$ cat config.mk
export PLATFORM = sky130hd
export DESIGN_NAME = mlc_pv_seq
export DESIGN_NICKNAME = d
export VERILOG_FILES = /design/src/rtl/mlc_pv_pkg.sv /design/src/rtl/mlc_phase_timer.sv /design/src/rtl/mlc_stair_dac.sv /design/src/rtl/mlc_lane_ctrl.sv /design/src/rtl/mlc_pv_seq.sv
export SDC_FILE = /design/constraint.sdc
export NUM_CORES = 1
export LEC_CHECK = 0
export BUFFER_PORTS_ARGS = -buffer_cell sky130_fd_sc_hd__buf_4
export CAP_MARGIN = 5
export CORE_MARGIN = 3
export CORE_UTILIZATION = 45
export DETAILED_ROUTE_END_ITERATION = 10
export GPL_TIMING_DRIVEN = 0
export PLACE_DENSITY = 0.78
export SLEW_MARGIN = 10
export SYNTH_ARGS = -nofsm -noshare
export SYNTH_HDL_FRONTEND = slang
export SYNTH_SLANG_ARGS = --single-unit
$ cat constraint.sdc
create_clock -name clk -period 3.6 [get_ports clk]
set_input_delay 0.18 -clock clk [delete_from_list [all_inputs] [get_ports clk]]
set_output_delay 0.18 -clock clk [all_outputs]
set_load 0.02 [all_outputs]
$ cat src/rtl/mlc_pv_pkg.sv
package mlc_pv_pkg;
  typedef enum logic [2:0] {
    ST_IDLE, ST_SWEEP, ST_RESET, ST_BOX, ST_VERIFY, ST_FIN
  } seq_state_e;

  typedef enum logic [1:0] {
    SHAPE_NONE  = 2'b00,
    SHAPE_SWEEP = 2'b01,
    SHAPE_RESET = 2'b10,
    SHAPE_BOX   = 2'b11
  } shape_e;

  localparam logic [1:0] LEVEL_FULL_SET = 2'b11;
endpackage

$ cat src/rtl/mlc_phase_timer.sv
module mlc_phase_timer #(
  parameter int CNT_W = 8
) (
  input  logic             clk,
  input  logic             rst_n,
  input  logic             load,
  input  logic [CNT_W-1:0] load_val,
  output logic             last
);
  localparam logic [CNT_W-1:0] ONE = CNT_W'(1);

  logic [CNT_W-1:0] cnt_q, cnt_d;
  logic             cnt_en;

  // Lengths of zero and one both give a single-cycle phase.
  assign last   = (cnt_q <= ONE);
  assign cnt_en = load | ~last;

  always_comb begin
    cnt_d = cnt_q - ONE;
    if (load) cnt_d = load_val;
  end

  always_ff @(posedge clk or negedge rst_n) begin
    if (!rst_n)      cnt_q <= '0;
    else if (cnt_en) cnt_q <= cnt_d;
  end
endmodule

$ cat src/rtl/mlc_stair_dac.sv
module mlc_stair_dac #(
  parameter int DAC_W  = 8,
  parameter int PCNT_W = 4
) (
  input  logic              clk,
  input  logic              rst_n,
  input  logic              init,
  input  logic              advance,
  input  logic [DAC_W-1:0]  start_code,
  input  logic [DAC_W-1:0]  step,
  input  logic [PCNT_W-1:0] max_pulses,
  output logic [DAC_W-1:0]  code,
  output logic              exhaust
);
  localparam int SUM_W = DAC_W + 1;

  logic [DAC_W-1:0]  code_q, code_d;
  logic [PCNT_W-1:0] num_q, num_d;
  logic [SUM_W-1:0]  sum;
  logic              upd_en;

  assign sum     = {1'b0, code_q} + {1'b0, step};
  assign exhaust = sum[DAC_W] | (num_q >= max_pulses);
  assign code    = code_q;
  assign upd_en  = init | advance;

  always_comb begin
    code_d = sum[DAC_W-1:0];
    num_d  = num_q + PCNT_W'(1);
    if (init) begin
      code_d = start_code;
      num_d  = PCNT_W'(1);
    end
  end

  always_ff @(posedge clk or negedge rst_n) begin
    if (!rst_n) begin
      code_q <= '0;
      num_q  <= '0;
    end else if (upd_en) begin
      code_q <= code_d;
      num_q  <= num_d;
    end
  end
endmodule

$ cat src/rtl/mlc_lane_ctrl.sv
module mlc_lane_ctrl
  import mlc_pv_pkg::*;
(
  input  logic       clk,
  input  logic       rst_n,
  input  logic       clear,
  input  logic [1:0] target,
  input  logic       sweep_end,
  input  logic       verify_end,
  input  logic       pass,
  input  logic       exhaust,
  input  logic       active,
  output logic       settled,
  output logic       set_target,
  output logic       done,
  output logic       fail,
  output logic       pulse_en
);
  logic [1:0] tgt_q, tgt_d;
  logic       done_q, done_d, fail_q, fail_d;

  assign set_target = (tgt_q == LEVEL_FULL_SET);
  assign settled    = done_q | fail_q;
  assign done       = done_q;
  assign fail       = fail_q;
  assign pulse_en   = active & ~settled;

  always_comb begin
    tgt_d  = tgt_q;
    done_d = done_q;
    fail_d = fail_q;
    if (clear) begin
      tgt_d  = target;
      done_d = 1'b0;
      fail_d = 1'b0;
    end else if (sweep_end && set_target) begin
      done_d = 1'b1;
    end else if (verify_end && !settled) begin
      if (pass)         done_d = 1'b1;
      else if (exhaust) fail_d = 1'b1;
    end
  end

  always_ff @(posedge clk or negedge rst_n) begin
    if (!rst_n) begin
      tgt_q  <= '0;
      done_q <= 1'b0;
      fail_q <= 1'b0;
    end else begin
      tgt_q  <= tgt_d;
      done_q <= done_d;
      fail_q <= fail_d;
    end
  end
endmodule

$ cat src/rtl/mlc_pv_seq.sv
module mlc_pv_seq
  import mlc_pv_pkg::*;
#(
  parameter int LANES  = 16,
  parameter int DAC_W  = 8,
  parameter int CNT_W  = 8,
  parameter int PCNT_W = 4
) (
  input  logic               clk,
  input  logic               rst_n,
  input  logic               start,
  input  logic [2*LANES-1:0] target,
  input  logic [DAC_W-1:0]   cfg_start_code,
  input  logic [DAC_W-1:0]   cfg_step,
  input  logic [CNT_W-1:0]   cfg_sweep_len,
  input  logic [CNT_W-1:0]   cfg_reset_len,
  input  logic [CNT_W-1:0]   cfg_pulse_len,
  input  logic [CNT_W-1:0]   cfg_verify_wait,
  input  logic [PCNT_W-1:0]  cfg_max_pulses,
  input  logic [LANES-1:0]   verify_pass,
  output logic [DAC_W-1:0]   dac_code,
  output logic [1:0]         pulse_shape,
  output logic [LANES-1:0]   pulse_en,
  output logic               verify_en,
  output logic               busy,
  output logic [LANES-1:0]   lane_done,
  output logic [LANES-1:0]   lane_fail,
  output logic               all_done
);
  seq_state_e state_q, state_d;

  logic [DAC_W-1:0]  sc_q, step_q;
  logic [CNT_W-1:0]  rlen_q, plen_q, vwait_q;
  logic [PCNT_W-1:0] maxp_q;

  logic              start_ok, tmr_last, tmr_load;
  logic [CNT_W-1:0]  tmr_val;
  logic              sweep_end, reset_end, box_end, verify_end;
  logic              all_set, all_stop, active;
  logic [DAC_W-1:0]  stair_code;
  logic              exhaust;
  logic [LANES-1:0]  settled, set_tgt;

  assign start_ok   = start & ((state_q == ST_IDLE) | (state_q == ST_FIN));
  assign sweep_end  = (state_q == ST_SWEEP)  & tmr_last;
  assign reset_end  = (state_q == ST_RESET)  & tmr_last;
  assign box_end    = (state_q == ST_BOX)    & tmr_last;
  assign verify_end = (state_q == ST_VERIFY) & tmr_last;
  assign all_set    = &set_tgt;
  assign all_stop   = exhaust | (&(settled | verify_pass));
  assign active     = (state_q == ST_SWEEP) | (state_q == ST_RESET) | (state_q == ST_BOX);

  // Settings captured at an accepted start only.
  always_ff @(posedge clk or negedge rst_n) begin
    if (!rst_n) begin
      sc_q    <= '0;
      step_q  <= '0;
      rlen_q  <= '0;
      plen_q  <= '0;
      vwait_q <= '0;
      maxp_q  <= '0;
    end else if (start_ok) begin
      sc_q    <= cfg_start_code;
      step_q  <= cfg_step;
      rlen_q  <= cfg_reset_len;
      plen_q  <= cfg_pulse_len;
      vwait_q <= cfg_verify_wait;
      maxp_q  <= cfg_max_pulses;
    end
  end

  always_comb begin
    state_d = state_q;
    unique case (state_q)
      ST_IDLE, ST_FIN: if (start)    state_d = ST_SWEEP;
      ST_SWEEP:        if (tmr_last) state_d = all_set ? ST_FIN : ST_RESET;
      ST_RESET:        if (tmr_last) state_d = ST_BOX;
      ST_BOX:          if (tmr_last) state_d = ST_VERIFY;
      ST_VERIFY:       if (tmr_last) state_d = all_stop ? ST_FIN : ST_BOX;
      default:                       state_d = ST_IDLE;
    endcase
  end

  always_ff @(posedge clk or negedge rst_n) begin
    if (!rst_n) state_q <= ST_IDLE;
    else        state_q <= state_d;
  end

  always_comb begin
    tmr_load = 1'b1;
    tmr_val  = plen_q;
    if (start_ok)                    tmr_val = cfg_sweep_len;
    else if (sweep_end && !all_set)  tmr_val = rlen_q;
    else if (reset_end)              tmr_val = plen_q;
    else if (box_end)                tmr_val = vwait_q;
    else if (verify_end && !all_stop) tmr_val = plen_q;
    else                             tmr_load = 1'b0;
  end

  mlc_phase_timer #(.CNT_W(CNT_W)) timer_i (
    .clk      (clk),
    .rst_n    (rst_n),
    .load     (tmr_load),
    .load_val (tmr_val),
    .last     (tmr_last)
  );

  mlc_stair_dac #(.DAC_W(DAC_W), .PCNT_W(PCNT_W)) stair_i (
    .clk        (clk),
    .rst_n      (rst_n),
    .init       (reset_end),
    .advance    (verify_end & ~all_stop),
    .start_code (sc_q),
    .step       (step_q),
    .max_pulses (maxp_q),
    .code       (stair_code),
    .exhaust    (exhaust)
  );

  for (genvar g = 0; g < LANES; g++) begin : g_lane
    mlc_lane_ctrl lane_i (
      .clk        (clk),
      .rst_n      (rst_n),
      .clear      (start_ok),
      .target     (target[2*g +: 2]),
      .sweep_end  (sweep_end),
      .verify_end (verify_end),
      .pass       (verify_pass[g]),
      .exhaust    (exhaust),
      .active     (active),
      .settled    (settled[g]),
      .set_target (set_tgt[g]),
      .done       (lane_done[g]),
      .fail       (lane_fail[g]),
      .pulse_en   (pulse_en[g])
    );
  end

  always_comb begin
    dac_code    = '0;
    pulse_shape = SHAPE_NONE;
    unique case (state_q)
      ST_SWEEP: begin dac_code = '1;         pulse_shape = SHAPE_SWEEP; end
      ST_RESET: begin dac_code = '1;         pulse_shape = SHAPE_RESET; end
      ST_BOX:   begin dac_code = stair_code; pulse_shape = SHAPE_BOX;   end
      default:  ;
    endcase
  end

  assign verify_en = (state_q == ST_VERIFY);
  assign busy      = active | verify_en;
  assign all_done  = (state_q == ST_FIN);
endmodule

==> impl_summary.md <==
Run status
The flow ran to the end, and the final reports show no timing, DRC or antenna violations.

Logic synthesis
The count of flip-flops with a built-in enable after synthesis is 0. After technology mapping, the gate count stands at between 700 and 800. A synthesized cell averages between 8 and 9 um2. The xor and xnor fraction of the mapped netlist area is roughly 1.4%. The number of unique standard cell types used by synthesis is between 40 and 50. The commonest cells after synthesis are 234 x nand2_1, 131 x dfrtp_1, 56 x nor2_1, 48 x buf_4, 37 x nor3_1. The top cell type by area accounts for 48.4% of the synthesized area. Of the total synthesized cell area, the portion taken by full adders, half adders and majority gates is 3.07%.

Yosys instantiated no cell more often than nand2_1. The synthesized design contains 131 register bits. The share of synthesized area spent on multiplexers is about 3.3%.

The mapped netlist covers around 6800 um2. Among all flip-flop cells after synthesis, the most frequent one is dfrtp_1. After synthesis, the cell types taking the most area are dfrtp_1 48%, nand2_1 13%, buf_4 5.3%. The synthesized-area fraction occupied by ao, oa, aoi and oai cells is a little over a tenth.

The async set-or-reset flop fraction in the synthesized netlist is 100%. The simple-gate portion of the synthesized area is about a quarter. The main combinational cell family by area after synthesis is simple AND/OR/NAND/NOR gates. The Yosys step of the flow raised 0 warnings.

The portion of the post-synthesis area used by sequential elements is 48.4%. The total nets after synthesis is between 800 and 900. The cell accounting for the most synthesized area is dfrtp_1.

STA
The total setup violations reported at the end of the flow is 0. After layout, the worst path uses ~88% of the clock period. Timing would allow up to 0.315 GHz.

The final count of pins violating max slew is 0. Hold is met by between 0.06 and 0.07 ns. Setup repair after global routing left no endpoint under its margin.

The aggregate negative setup slack is 0 ns. In this run the tightest slew margin relative to its limit is around 40%. The final setup skew is roughly 0.0097 ns. The hold violation count in the final report is 0. At the pin with the least slew margin, the transition time is 0.886 ns. The clock period could shrink to approximately 3.2 ns.

Clocking
The number of setup buffers added after CTS is 0. The maximum clock path buffer count is 2. The number of sinks driven by the clock tree is between 100 and 150. The number of buffers added by the clock tree synthesis step is 17. In this run the clock root is driven by a clkbuf_16.

The number of instances resized during post-cts repair is 0. After clock tree synthesis, the clock-pin slew on the worst setup and hold paths is around 0.060 ns. TritonCTS built the clock tree.

The H-tree depth reported by CTS is 4. The clock latency reported for the late side of the worst-skew pair is approximately 0.43 ns.

Pwr
The cell area power density is 779 nW/um2. The leakage power figure is 5.06 nW. The highest ir drop seen on vdd is just over 500 uV.

Worst setup path
The critical path arrival is about 3.5 ns. The depth of the most critical reg-to-reg path is 10. The worst setup path is launched from a flop. For the worst setup path, the data required time is 3.96 ns.

STA classifies the critical path endpoint as a flop. The worst setup path is of the reg2reg kind. Of all nets on the critical path, the largest fanout is 10.

Detailed routing
The number of nets with antenna violations after routing is 0. The first-iteration detailed-routing DRC count is ~650. For this run, design rule violations remaining after detail routing come to 0. In the final routing, the length of wire on met1 measures between 8000 and 9000 um. Wires add up to 21100 um. The highest layer touched by signal routing is met4. The detail-routed via count per cell is ~5.3.

The total met2 wirelength after detailed routing is between 10000 and 15000 um. The met3 routed wirelength is 1650 um. The first detailed-routing pass ran for 5 iterations. The post-detailed-route wirelength per cell is roughly 17 um. The via count of the routed design is 6581.

Die
The die boundary height is 129 um. The area of the die is 16500 um2. 164 I/O pins were placed. Row generation in the floorplan step produced 44 rows. The initial utilization of the core area, before any placement, comes to roughly 46%.

The core outline area is about 15000 um2. The die is between 100 and 150 um wide.

Placement
The final weighted congestion of routability-driven global placement is ~0.9. After detailed placement, the total cell area comes to approximately 8300 um2. Input and output buffers added on the ports amount to between 150 and 200. The post-DP HPWL is approximately 15000 um.

Layout
The multi-input combinational cell area is ~2900 um2. Measured on the finished design, the core utilization comes to between 60% and 70%. The fill cell total of the finished layout is between 1000 and 1500. From synthesis to final layout, the design area changed by 42.8%. The net total in the final layout is 1157. The final design instance area without fill is between 9000 and 10000 um2. Summing all flip-flop and latch instances after layout gives approximately 3300 um2. The share of post-route cells with drive strength above 1 is about a quarter.

Global route
The pin count of the biggest net entering global routing is between 60 and 70. Global routing consumed, over all layers together, 25.9% of the routing resources. The number of global-route vias before repair is around 6600. The first-pass GRT wire length is 33200 um. The number of antenna violations at the first check in global routing is 0. Summed over all layers, the global routing overflow is 0.

Run
The tool flagged a number of max-cap violations equal to 0.

Worst hold path
The worst hold path passes through 4 cells. The min-delay analysis places its worst path in the category in2reg.
-- flip-flops by register name (all words and copies together), names as in the netlist --
| signal | count |
|---|---|
| maxp_q | 4 |
| rlen_q | 8 |
| sc_q | 8 |
| step_q | 8 |
| stair_i.code | 8 |
| state_q | 3 |
| vwait_q | 8 |
| timer_i.cnt_q | 8 |
| stair_i.num_q | 4 |
| plen_q | 8 |
| g_lane.lane_i.done | 16 |
| g_lane.lane_i.tgt_q | 32 |
| g_lane.lane_i.fail | 16 |
-- per-stage QoR --
stage	cells	worst slack (ns)	total power [mW]
after detailed placement	1126	0.528	5.56
after CTS	1235	0.471	7.51
after global routing	1235	0.192	8.00
after floorplan	778	0.968	4.43
after global placement	1125	0.572	5.48
final	1236	0.427	7.53
-- area by class of cell --
type                            count  area share, %
Inverter                           21          0.816
Clock inverter                      9           1.55
Tap cell                          184           2.38
Multi-Input combinational cell    542           30.0
Sequential cell                   131           33.9
Clock buffer                       23           5.05
Antenna cell                        1         0.0259
Timing Repair Buffer              241           21.0
Buffer                             84           5.28
-- kinds of logic (layout without fill, tap and decap cells) --
logic type	after synthesis	in the layout
simple gates	381	381
flops	131	131
compound gates	114	114
buf+inv	105	378
mux	20	20
fa+ha+maj	16	16
xor+xnor	11	11
other cells	0	1
-- metal layers --
layer | vias to the layer above | track usage (%)
li1 | 3116 | -
met1 | 3123 | 33.5
met2 | 299 | 43.2
met3 | 43 | 6.06
met4 | 0 | 8.59
met5 | - | 0
-- where the power goes --
part | switching (mW) | total [mW] | internal [mW]
combinational | 1.73 | 3.16 | 1.43
clock | 0.635 | 1.86 | 1.23
sequential | 0.476 | 2.50 | 2.03
total | 2.84 | 7.53 | 4.69
-- critical path: stages, from the launching register on --
cell and delay (ns):
dfrtp_1 0.40, inv_1 0.10, ha_1 0.24, or2_2 0.16
and3_1 0.14, clkbuf_1 0.29, nand2_1 0.29, a21oi_1 0.66
clkbuf_1 0.53, a31oi_1 0.17, nor2_1 0.11
-- cell usage in the layout (no fill, tap or decap), types with 3 or more instances in the layout --
master         Yosys  routed
nand2_1          234     234
buf_4             48     210
dfrtp_1          131     131
dlygate4sd3_1      0      77
nor2_1            56      56
nor3_1            37      37
clkbuf_1          34      36
a21oi_1           31      31
inv_1             21      21
a31oi_1           20      20
clkbuf_16          0      17
ha_1              15      15
mux2i_1           14      14
a21o_1            14      14
or3_1             12      12
o21ai_0           11      11
nand4_1           10      10
o22ai_1            9       9
xnor2_1            8       8
nor3b_1            6       6
a311oi_1           6       6
a22o_1             6       6
nor4_1             5       5
mux2_4             5       5
nand3_1            4       4
a211oi_1           4       4
bufinv_16          0       4
clkbuf_8           0       4
nand2b_1           3       3
and3_1             3       3
buf_6              2       3
xor2_1             3       3
clkinv_2           0       3
-- final timing paths --
path	from	endpoint	slack [ns]
max reg2reg	timer_i.cnt_q[1]	g_lane[11].lane_i.fail	0.43
min reg2reg	sc_q[0]	sc_q[0]	0.47
min in group asynchronous	rst_n	maxp_q[0]	0.32
min	verify_pass[5]	g_lane[5].lane_i.fail	0.07
max	timer_i.cnt_q[1]	g_lane[11].lane_i.fail	0.43
max in group asynchronous	rst_n	g_lane[11].lane_i.fail	2.53
-- timing repair --
action                     CTS  global route
hold buffers                77             0
setup endpoints to repair    0             0
hold endpoints to repair   139             0
No activity file was read; power rests on OpenSTA's default activity.
